--- src/rtl/a429_rx_pkg.sv ---
package a429_rx_pkg;
  localparam int A429_BITS = 32;

  typedef enum logic {ST_HUNT, ST_ARMED} frame_st_e;

  typedef struct packed {
    logic [15:0] lo;
    logic [15:0] hi;
  } half_pair_t;

  // w[k-1] is ARINC bit k
  function automatic half_pair_t map_word(input logic [A429_BITS-1:0] w);
    half_pair_t p;
    p.lo = {w[12:8], w[30], w[29], w[31],
            w[0], w[1], w[2], w[3], w[4], w[5], w[6], w[7]};
    p.hi = w[28:13];
    return p;
  endfunction
endpackage

--- src/rtl/a429_tick_gen.sv ---
module a429_tick_gen #(
  parameter int DIV_FAST = 10,
  parameter int DIV_SLOW = 80
) (
  input  logic clk_i,
  input  logic rst_ni,
  input  logic slow_i,
  output logic tick_o
);
  localparam int DMAX = (DIV_SLOW > DIV_FAST) ? DIV_SLOW : DIV_FAST;
  localparam int CW   = $clog2(DMAX);

  logic [CW-1:0] cnt_q;
  logic [CW-1:0] lim;

  assign lim = slow_i ? CW'(DIV_SLOW - 1) : CW'(DIV_FAST - 1);

  always_ff @(posedge clk_i or negedge rst_ni) begin
    if (!rst_ni) begin
      cnt_q  <= '0;
      tick_o <= 1'b0;
    end else if (cnt_q >= lim) begin
      cnt_q  <= '0;
      tick_o <= 1'b1;
    end else begin
      cnt_q  <= cnt_q + 1'b1;
      tick_o <= 1'b0;
    end
  end
endmodule

--- src/rtl/a429_line_slicer.sv ---
module a429_line_slicer #(
  parameter int TICKS_PER_BIT = 8,
  parameter int GAP_BITS      = 3,
  parameter int SYNC_STAGES   = 2
) (
  input  logic clk_i,
  input  logic rst_ni,
  input  logic tick_i,
  input  logic one_i,
  input  logic zero_i,
  output logic bit_stb_o,
  output logic bit_val_o,
  output logic bit_err_o,
  output logic gap_stb_o
);
  localparam int GAP    = GAP_BITS * TICKS_PER_BIT;
  localparam int HW     = $clog2(TICKS_PER_BIT + 1);
  localparam int NW     = $clog2(GAP + 1);
  localparam int MIN_HI = 2;

  logic [SYNC_STAGES-1:0] one_q, zero_q;

  for (genvar g = 0; g < SYNC_STAGES; g++) begin : g_sync
    if (g == 0) begin : g_first
      always_ff @(posedge clk_i or negedge rst_ni) begin
        if (!rst_ni) begin
          one_q[g]  <= 1'b0;
          zero_q[g] <= 1'b0;
        end else begin
          one_q[g]  <= one_i;
          zero_q[g] <= zero_i;
        end
      end
    end else begin : g_next
      always_ff @(posedge clk_i or negedge rst_ni) begin
        if (!rst_ni) begin
          one_q[g]  <= 1'b0;
          zero_q[g] <= 1'b0;
        end else begin
          one_q[g]  <= one_q[g-1];
          zero_q[g] <= zero_q[g-1];
        end
      end
    end
  end

  logic one_s, zero_s;
  assign one_s  = one_q[SYNC_STAGES-1];
  assign zero_s = zero_q[SYNC_STAGES-1];

  logic          in_lvl_q, cur_q;
  logic [HW-1:0] hi_cnt_q;
  logic [NW-1:0] null_cnt_q;

  always_ff @(posedge clk_i or negedge rst_ni) begin
    if (!rst_ni) begin
      in_lvl_q   <= 1'b0;
      cur_q      <= 1'b0;
      hi_cnt_q   <= '0;
      null_cnt_q <= '0;
      bit_stb_o  <= 1'b0;
      bit_val_o  <= 1'b0;
      bit_err_o  <= 1'b0;
      gap_stb_o  <= 1'b0;
    end else begin
      bit_stb_o <= 1'b0;
      bit_err_o <= 1'b0;
      gap_stb_o <= 1'b0;
      if (tick_i) begin
        if (one_s && zero_s) begin
          bit_err_o  <= 1'b1;
          in_lvl_q   <= 1'b0;
          null_cnt_q <= '0;
        end else if (one_s || zero_s) begin
          null_cnt_q <= '0;
          if (!in_lvl_q) begin
            in_lvl_q <= 1'b1;
            cur_q    <= one_s;
            hi_cnt_q <= HW'(1);
          end else if ((cur_q != one_s) || (hi_cnt_q >= HW'(TICKS_PER_BIT))) begin
            bit_err_o <= 1'b1;  // swap without NULL, or level too long
            in_lvl_q  <= 1'b0;
          end else begin
            hi_cnt_q <= hi_cnt_q + 1'b1;
          end
        end else begin
          if (in_lvl_q) begin
            in_lvl_q   <= 1'b0;
            null_cnt_q <= NW'(1);
            if (hi_cnt_q >= HW'(MIN_HI)) begin
              bit_stb_o <= 1'b1;
              bit_val_o <= cur_q;
            end else begin
              bit_err_o <= 1'b1;  // glitch
            end
          end else if (null_cnt_q < NW'(GAP)) begin
            null_cnt_q <= null_cnt_q + 1'b1;
            if (null_cnt_q == NW'(GAP - 1)) gap_stb_o <= 1'b1;
          end
        end
      end
    end
  end
endmodule

--- src/rtl/a429_word_asm.sv ---
module a429_word_asm
  import a429_rx_pkg::*;
(
  input  logic                 clk_i,
  input  logic                 rst_ni,
  input  logic                 bit_stb_i,
  input  logic                 bit_val_i,
  input  logic                 bit_err_i,
  input  logic                 gap_stb_i,
  output logic [A429_BITS-1:0] word_o,
  output logic                 done_o
);
  localparam int CNW = $clog2(A429_BITS);

  frame_st_e            st_q;
  logic [CNW-1:0]       cnt_q;
  logic [A429_BITS-1:0] sh_q;
  logic [A429_BITS-1:0] sh_nxt;

  assign sh_nxt = {bit_val_i, sh_q[A429_BITS-1:1]};

  always_ff @(posedge clk_i or negedge rst_ni) begin
    if (!rst_ni) begin
      st_q   <= ST_HUNT;
      cnt_q  <= '0;
      sh_q   <= '0;
      word_o <= '0;
      done_o <= 1'b0;
    end else begin
      done_o <= 1'b0;
      if (bit_err_i) begin
        st_q  <= ST_HUNT;
        cnt_q <= '0;
      end else if (gap_stb_i) begin
        st_q  <= ST_ARMED;
        cnt_q <= '0;
      end else if (bit_stb_i && st_q == ST_ARMED) begin
        sh_q <= sh_nxt;
        if (cnt_q == CNW'(A429_BITS - 1)) begin
          done_o <= 1'b1;
          word_o <= sh_nxt;
          st_q   <= ST_HUNT;
          cnt_q  <= '0;
        end else begin
          cnt_q <= cnt_q + 1'b1;
        end
      end
    end
  end
endmodule

--- src/rtl/a429_sdi_rx.sv ---
module a429_sdi_rx
  import a429_rx_pkg::*;
#(
  parameter int DIV_FAST      = 10,
  parameter int DIV_SLOW      = 80,
  parameter int TICKS_PER_BIT = 8,
  parameter int GAP_BITS      = 3,
  parameter int SYNC_STAGES   = 2
) (
  input  logic        clk_i,
  input  logic        rst_ni,
  input  logic        line_one_i,
  input  logic        line_zero_i,
  input  logic        rx_slow_i,
  input  logic        sdi_en_i,
  input  logic        sdi_b9_i,
  input  logic        sdi_b10_i,
  input  logic        rd_hi_i,
  output logic [15:0] half_lo_o,
  output logic [15:0] half_hi_o,
  output logic        ready_o
);
  logic                 tick;
  logic                 bit_stb, bit_val, bit_err, gap_stb;
  logic                 word_done;
  logic [A429_BITS-1:0] word;
  half_pair_t           mapped;
  logic                 sdi_ok, accept;

  a429_tick_gen #(.DIV_FAST(DIV_FAST), .DIV_SLOW(DIV_SLOW)) u_tick (
    .clk_i  (clk_i),
    .rst_ni (rst_ni),
    .slow_i (rx_slow_i),
    .tick_o (tick)
  );

  a429_line_slicer #(
    .TICKS_PER_BIT (TICKS_PER_BIT),
    .GAP_BITS      (GAP_BITS),
    .SYNC_STAGES   (SYNC_STAGES)
  ) u_slicer (
    .clk_i     (clk_i),
    .rst_ni    (rst_ni),
    .tick_i    (tick),
    .one_i     (line_one_i),
    .zero_i    (line_zero_i),
    .bit_stb_o (bit_stb),
    .bit_val_o (bit_val),
    .bit_err_o (bit_err),
    .gap_stb_o (gap_stb)
  );

  a429_word_asm u_asm (
    .clk_i     (clk_i),
    .rst_ni    (rst_ni),
    .bit_stb_i (bit_stb),
    .bit_val_i (bit_val),
    .bit_err_i (bit_err),
    .gap_stb_i (gap_stb),
    .word_o    (word),
    .done_o    (word_done)
  );

  assign mapped = map_word(word);
  assign sdi_ok = !sdi_en_i || ((word[8] == sdi_b9_i) && (word[9] == sdi_b10_i));
  assign accept = word_done && sdi_ok;

  always_ff @(posedge clk_i or negedge rst_ni) begin
    if (!rst_ni) begin
      half_lo_o <= '0;
      half_hi_o <= '0;
      ready_o   <= 1'b0;
    end else if (accept) begin
      half_lo_o <= mapped.lo;
      half_hi_o <= mapped.hi;
      ready_o   <= 1'b1;
    end else if (rd_hi_i) begin
      ready_o <= 1'b0;
    end
  end
endmodule

--- config.mk ---
export PLATFORM = sky130hd
export DESIGN_NAME = a429_sdi_rx
export DESIGN_NICKNAME = d
export VERILOG_FILES = /design/src/rtl/a429_rx_pkg.sv /design/src/rtl/a429_tick_gen.sv /design/src/rtl/a429_line_slicer.sv /design/src/rtl/a429_word_asm.sv /design/src/rtl/a429_sdi_rx.sv
export SDC_FILE = /design/constraint.sdc
export NUM_CORES = 1
export LEC_CHECK = 0
export CAP_MARGIN = 20
export CORE_ASPECT_RATIO = 0.6
export CORE_MARGIN = 3
export CORE_UTILIZATION = 50
export CTS_BUF_LIST = sky130_fd_sc_hd__clkbuf_2
export CTS_CLUSTER_SIZE = 40
export DETAILED_ROUTE_END_ITERATION = 8
export DONT_BUFFER_PORTS = 1
export SLEW_MARGIN = 5
export SYNTH_ARGS = -nofsm -noshare
export SYNTH_HDL_FRONTEND = slang
export SYNTH_HIERARCHICAL = 1
export SYNTH_SLANG_ARGS = --single-unit
--- constraint.sdc ---
create_clock -name clk_i -period 3.3 [get_ports clk_i]
set_clock_uncertainty 0.2 [all_clocks]
set_input_delay 0.66 -clock clk_i [delete_from_list [all_inputs] [get_ports clk_i]]
set_output_delay 0.66 -clock clk_i [all_outputs]
set_load 0.05 [all_outputs]
==> metrics.md <==
| Metric | Value |
|---|---|
| Status | `finished with violations` |
| Failing checks | `hold timing` |
| RD Place Congestion | `0.802` |
| Resize count post-CTS | `0` |
| Most used cell, CP | `ha_1` |
| Via count | `4097` |
| Final Hold Vio Count | `130` |
| DRT Pass-1 Iters | `5` |
| Total CTS buffers | `17` |
| Total grt overflow | `0` |
| Slew Viols, Final | `0` |
| Actual slew at the worst max-slew pin | `0.720 ns` |
| Compound-cell area share of the yosys netlist | `0.121` |
| CTS Buffer Depth | `2` |
| Vias in the first global route | `3867` |
| RSZ-0062 raised after global routing | `no` |
| VDD IR max | `0.303 mV` |
| Slew HR | `0.519` |
| Largest net degree at the start of global routing | `131` |
| CTS sink cnt | `130` |
| Flops & latches, synth | `130` |
| Synth Flop Type | `dfrtp_1` |
| Yosys warns | `6` |
| DRT Wirelength | `12700 um` |
| Die area | `14000 sq um` |
| Cell variety after synth | `56` |
| Clock transition at path regs | `0.22 ns` |
| Fmax | `0.385 GHz` |
| CTS root buffer | `clkbuf_2` |
| Slowest CP cell | `dfrtp_1` |
| Vias per inst | `5.89` |
| Synth Area in XOR/XNOR | `0.0110` |
| Synthesized area | `6270 sq um` |
| Final cell count without fillers | `695` |
| Initial core utilization | `0.534` |
| Critical path capture point type | `flop` |
| CTS tree | `done` |
| Boundary Pins | `42` |
| Fin nets | `540` |
| Register area share after synthesis | `0.519` |
| Placed cell areas | `6270 sq um` |
| Drt first-iter violations | `180` |
| CORE AREA | `11700 sq um` |
| CP Class | `flop to flop` |
| Clock latency on the worst-skew pair | `0.66 ns` |
| Post-synth EDFFs | `0` |
| Tot GR Track Use | `0.189` |
| ANT cells | `0` |
| Critical path arrival | `2.94 ns` |
| CP startpoint kind | `flop` |
| Layout Utilization | `0.570` |
| Die Span Y | `92.7 um` |
| WP buf/inv | `1` |
| Multiplexer share of the synthesized area | `0.142` |
| DR DRC count | `0` |
| Largest family of logic cells by synthesized area | `multiplexers` |
| Worst hold margin | `-0.549 ns` |
| Final setup fails | `0` |
| Synth Area in Adders | `0.0180` |
| First-pass GRT wire length | `20600 um` |
| CP delay by family, top | `simple AND/OR/NAND/NOR gates` |
| Cells after synthesis | `528` |
| Slowest stage delay, CP | `0.45 ns` |
| Initial antenna violation count | `0` |
| Most common cell after layout, fill and taps aside | `dfrtp_1` |
| Crit path max fanout | `33` |
| Number of H-tree levels | `4` |
| Period utilisation layout | `0.787` |
| Most frequent cells in the layout | `dfrtp_1 (129), a21oi_1 (49), nand3_1 (37)` |
| Final non-filler cell area | `6690 sq um` |
| Worst min path class | `input port to asynchronous set/reset pin` |
| Crit path cell chain | `ha_1 -> and3_1 -> ha_1 -> nand2_1 -> or3_2 -> buf_4 -> mux2_4` |
| Row cnt | `30` |
| Asr flop ratio synth | `1.00` |
| Syn avg cell area | `11.9 sq um` |
| Placed cell count | `657` |
| Lkg Pwr | `3.30 nW` |
| Port Buffer Count | `0` |
| DP Wirelength | `7720 um` |
| Net Count, Synth | `546` |
| Minimum clock period | `2.60 ns` |
| Routed len/inst | `18.2 um` |
| Die X | `151 um` |
| Post-CTS Repair Setup Buffers | `0` |
| Layout cells sized above 1 | `0.226` |
| Max-cap violations | `0` |
| Simple-gate share of the synthesized area | `0.137` |
| DRT antenna net count | `0` |
| TNS Setup | `0 ns` |
| Area delta synth->final | `6.73%` |
| Power Dens Cells | `523 nW/um^2` |
| Data required time at the worst endpoint | `3.64 ns` |
| Post-CTS Hold Buffers | `6` |
==> final timing paths <==
kind	startpoint	endpoint	slack, ns	cells after the start
min in group clk_i	sdi_en_i	half_lo_o[12]	0.14	3
hold / removal	rst_ni	half_lo_o[2]	-0.55	0
setup / recovery	u_asm/cnt_q[0]	u_asm/word_o[16]	0.70	7
hold reg to reg	u_slicer/zero_q[0]	u_slicer/zero_s	0.18	0
max in group asynchronous	rst_ni	u_asm/done_o	3.21	0
setup reg to reg	u_asm/cnt_q[0]	u_asm/word_o[16]	0.70	7
==> metrics by stage <==
stage / total power, mW / hold WS (ns) / setup WS (ns)
2_1_floorplan: 2.12 / 0.131 / 1.08
4_1_cts: 3.54 / -0.622 / 0.715
3_3_place_gp: 2.17 / 0.133 / 0.810
6_report: 3.50 / -0.549 / 0.704
5_1_grt: 3.67 / -0.642 / 0.611
3_5_place_dp: 2.20 / 0.136 / 0.733
==> where the power goes <==
part	internal [mW]	leakage, nW	total [mW]	switching (mW)
logic	0.162	1.32	0.376	0.214
registers	1.68	1.79	1.80	0.125
clock network	0.722	0.193	1.32	0.595
==> logic make-up (layout without fill, tap and decap cells) <==
| family | after synthesis | count (layout) |
|---|---|---|
| AOI/OAI and AO/OA | 115 | 115 |
| xor gates and xnor gates | 7 | 7 |
| adders and majority gates | 9 | 9 |
| buffers and inverters | 50 | 57 |
| DFF | 130 | 130 |
| muxes | 70 | 70 |
| and+or+nand+nor | 147 | 147 |
==> cells in the mapped netlist, drive strengths merged (2+ instances only) <==
master,instances,area [sq um]
nand2,11,41.3
a21boi,2,15.0
inv,11,41.3
clkbuf,10,47.5
ha,9,113
nand4,32,200
a211oi,2,20.0
a21oi,50,254
nand4b,2,17.5
or3,5,31.3
xor2,3,33.8
buf,29,238
mux2,65,841
a41oi,2,17.5
nand3,38,195
o21ai,14,70.1
dfrtp,130,3250
a22o,2,17.5
nand2b,3,18.8
nor2,11,41.3
mux2i,5,50.1
nor2b,27,169
o211ai,33,258
and2b,8,60.1
xnor2,4,35.0
==> sequential cells by signal, summed over array words and instances (netlist names), 4 cells and up <==
name	count
half_hi_o	16
half_lo_o	16
u_asm/cnt_q	5
u_asm/sh_q	31
u_asm/word_o	32
u_slicer/hi_cnt_q	4
u_slicer/null_cnt_q	5
u_tick/cnt_q	7
==> layer usage <==
layer	vias to the layer above	share of wire	global-route usage
met4	0	0.010	0.0556
met1	2045	0.52	0.286
li1	1939	-	-
met5	-	0	0
met2	96	0.41	0.261
met3	17	0.052	0.0548
==> area by class of cell <==
cell class / count / area, sq um
fill: 946 / 5060
sequential: 130 / 3250
multi-input combinational: 348 / 2720
clock inverter: 15 / 262
tap: 160 / 200
timing repair buffer: 14 / 130
clock buffer: 17 / 85.1
inverter: 11 / 41.3
Note: power is estimated with default switching activity, not from simulation.
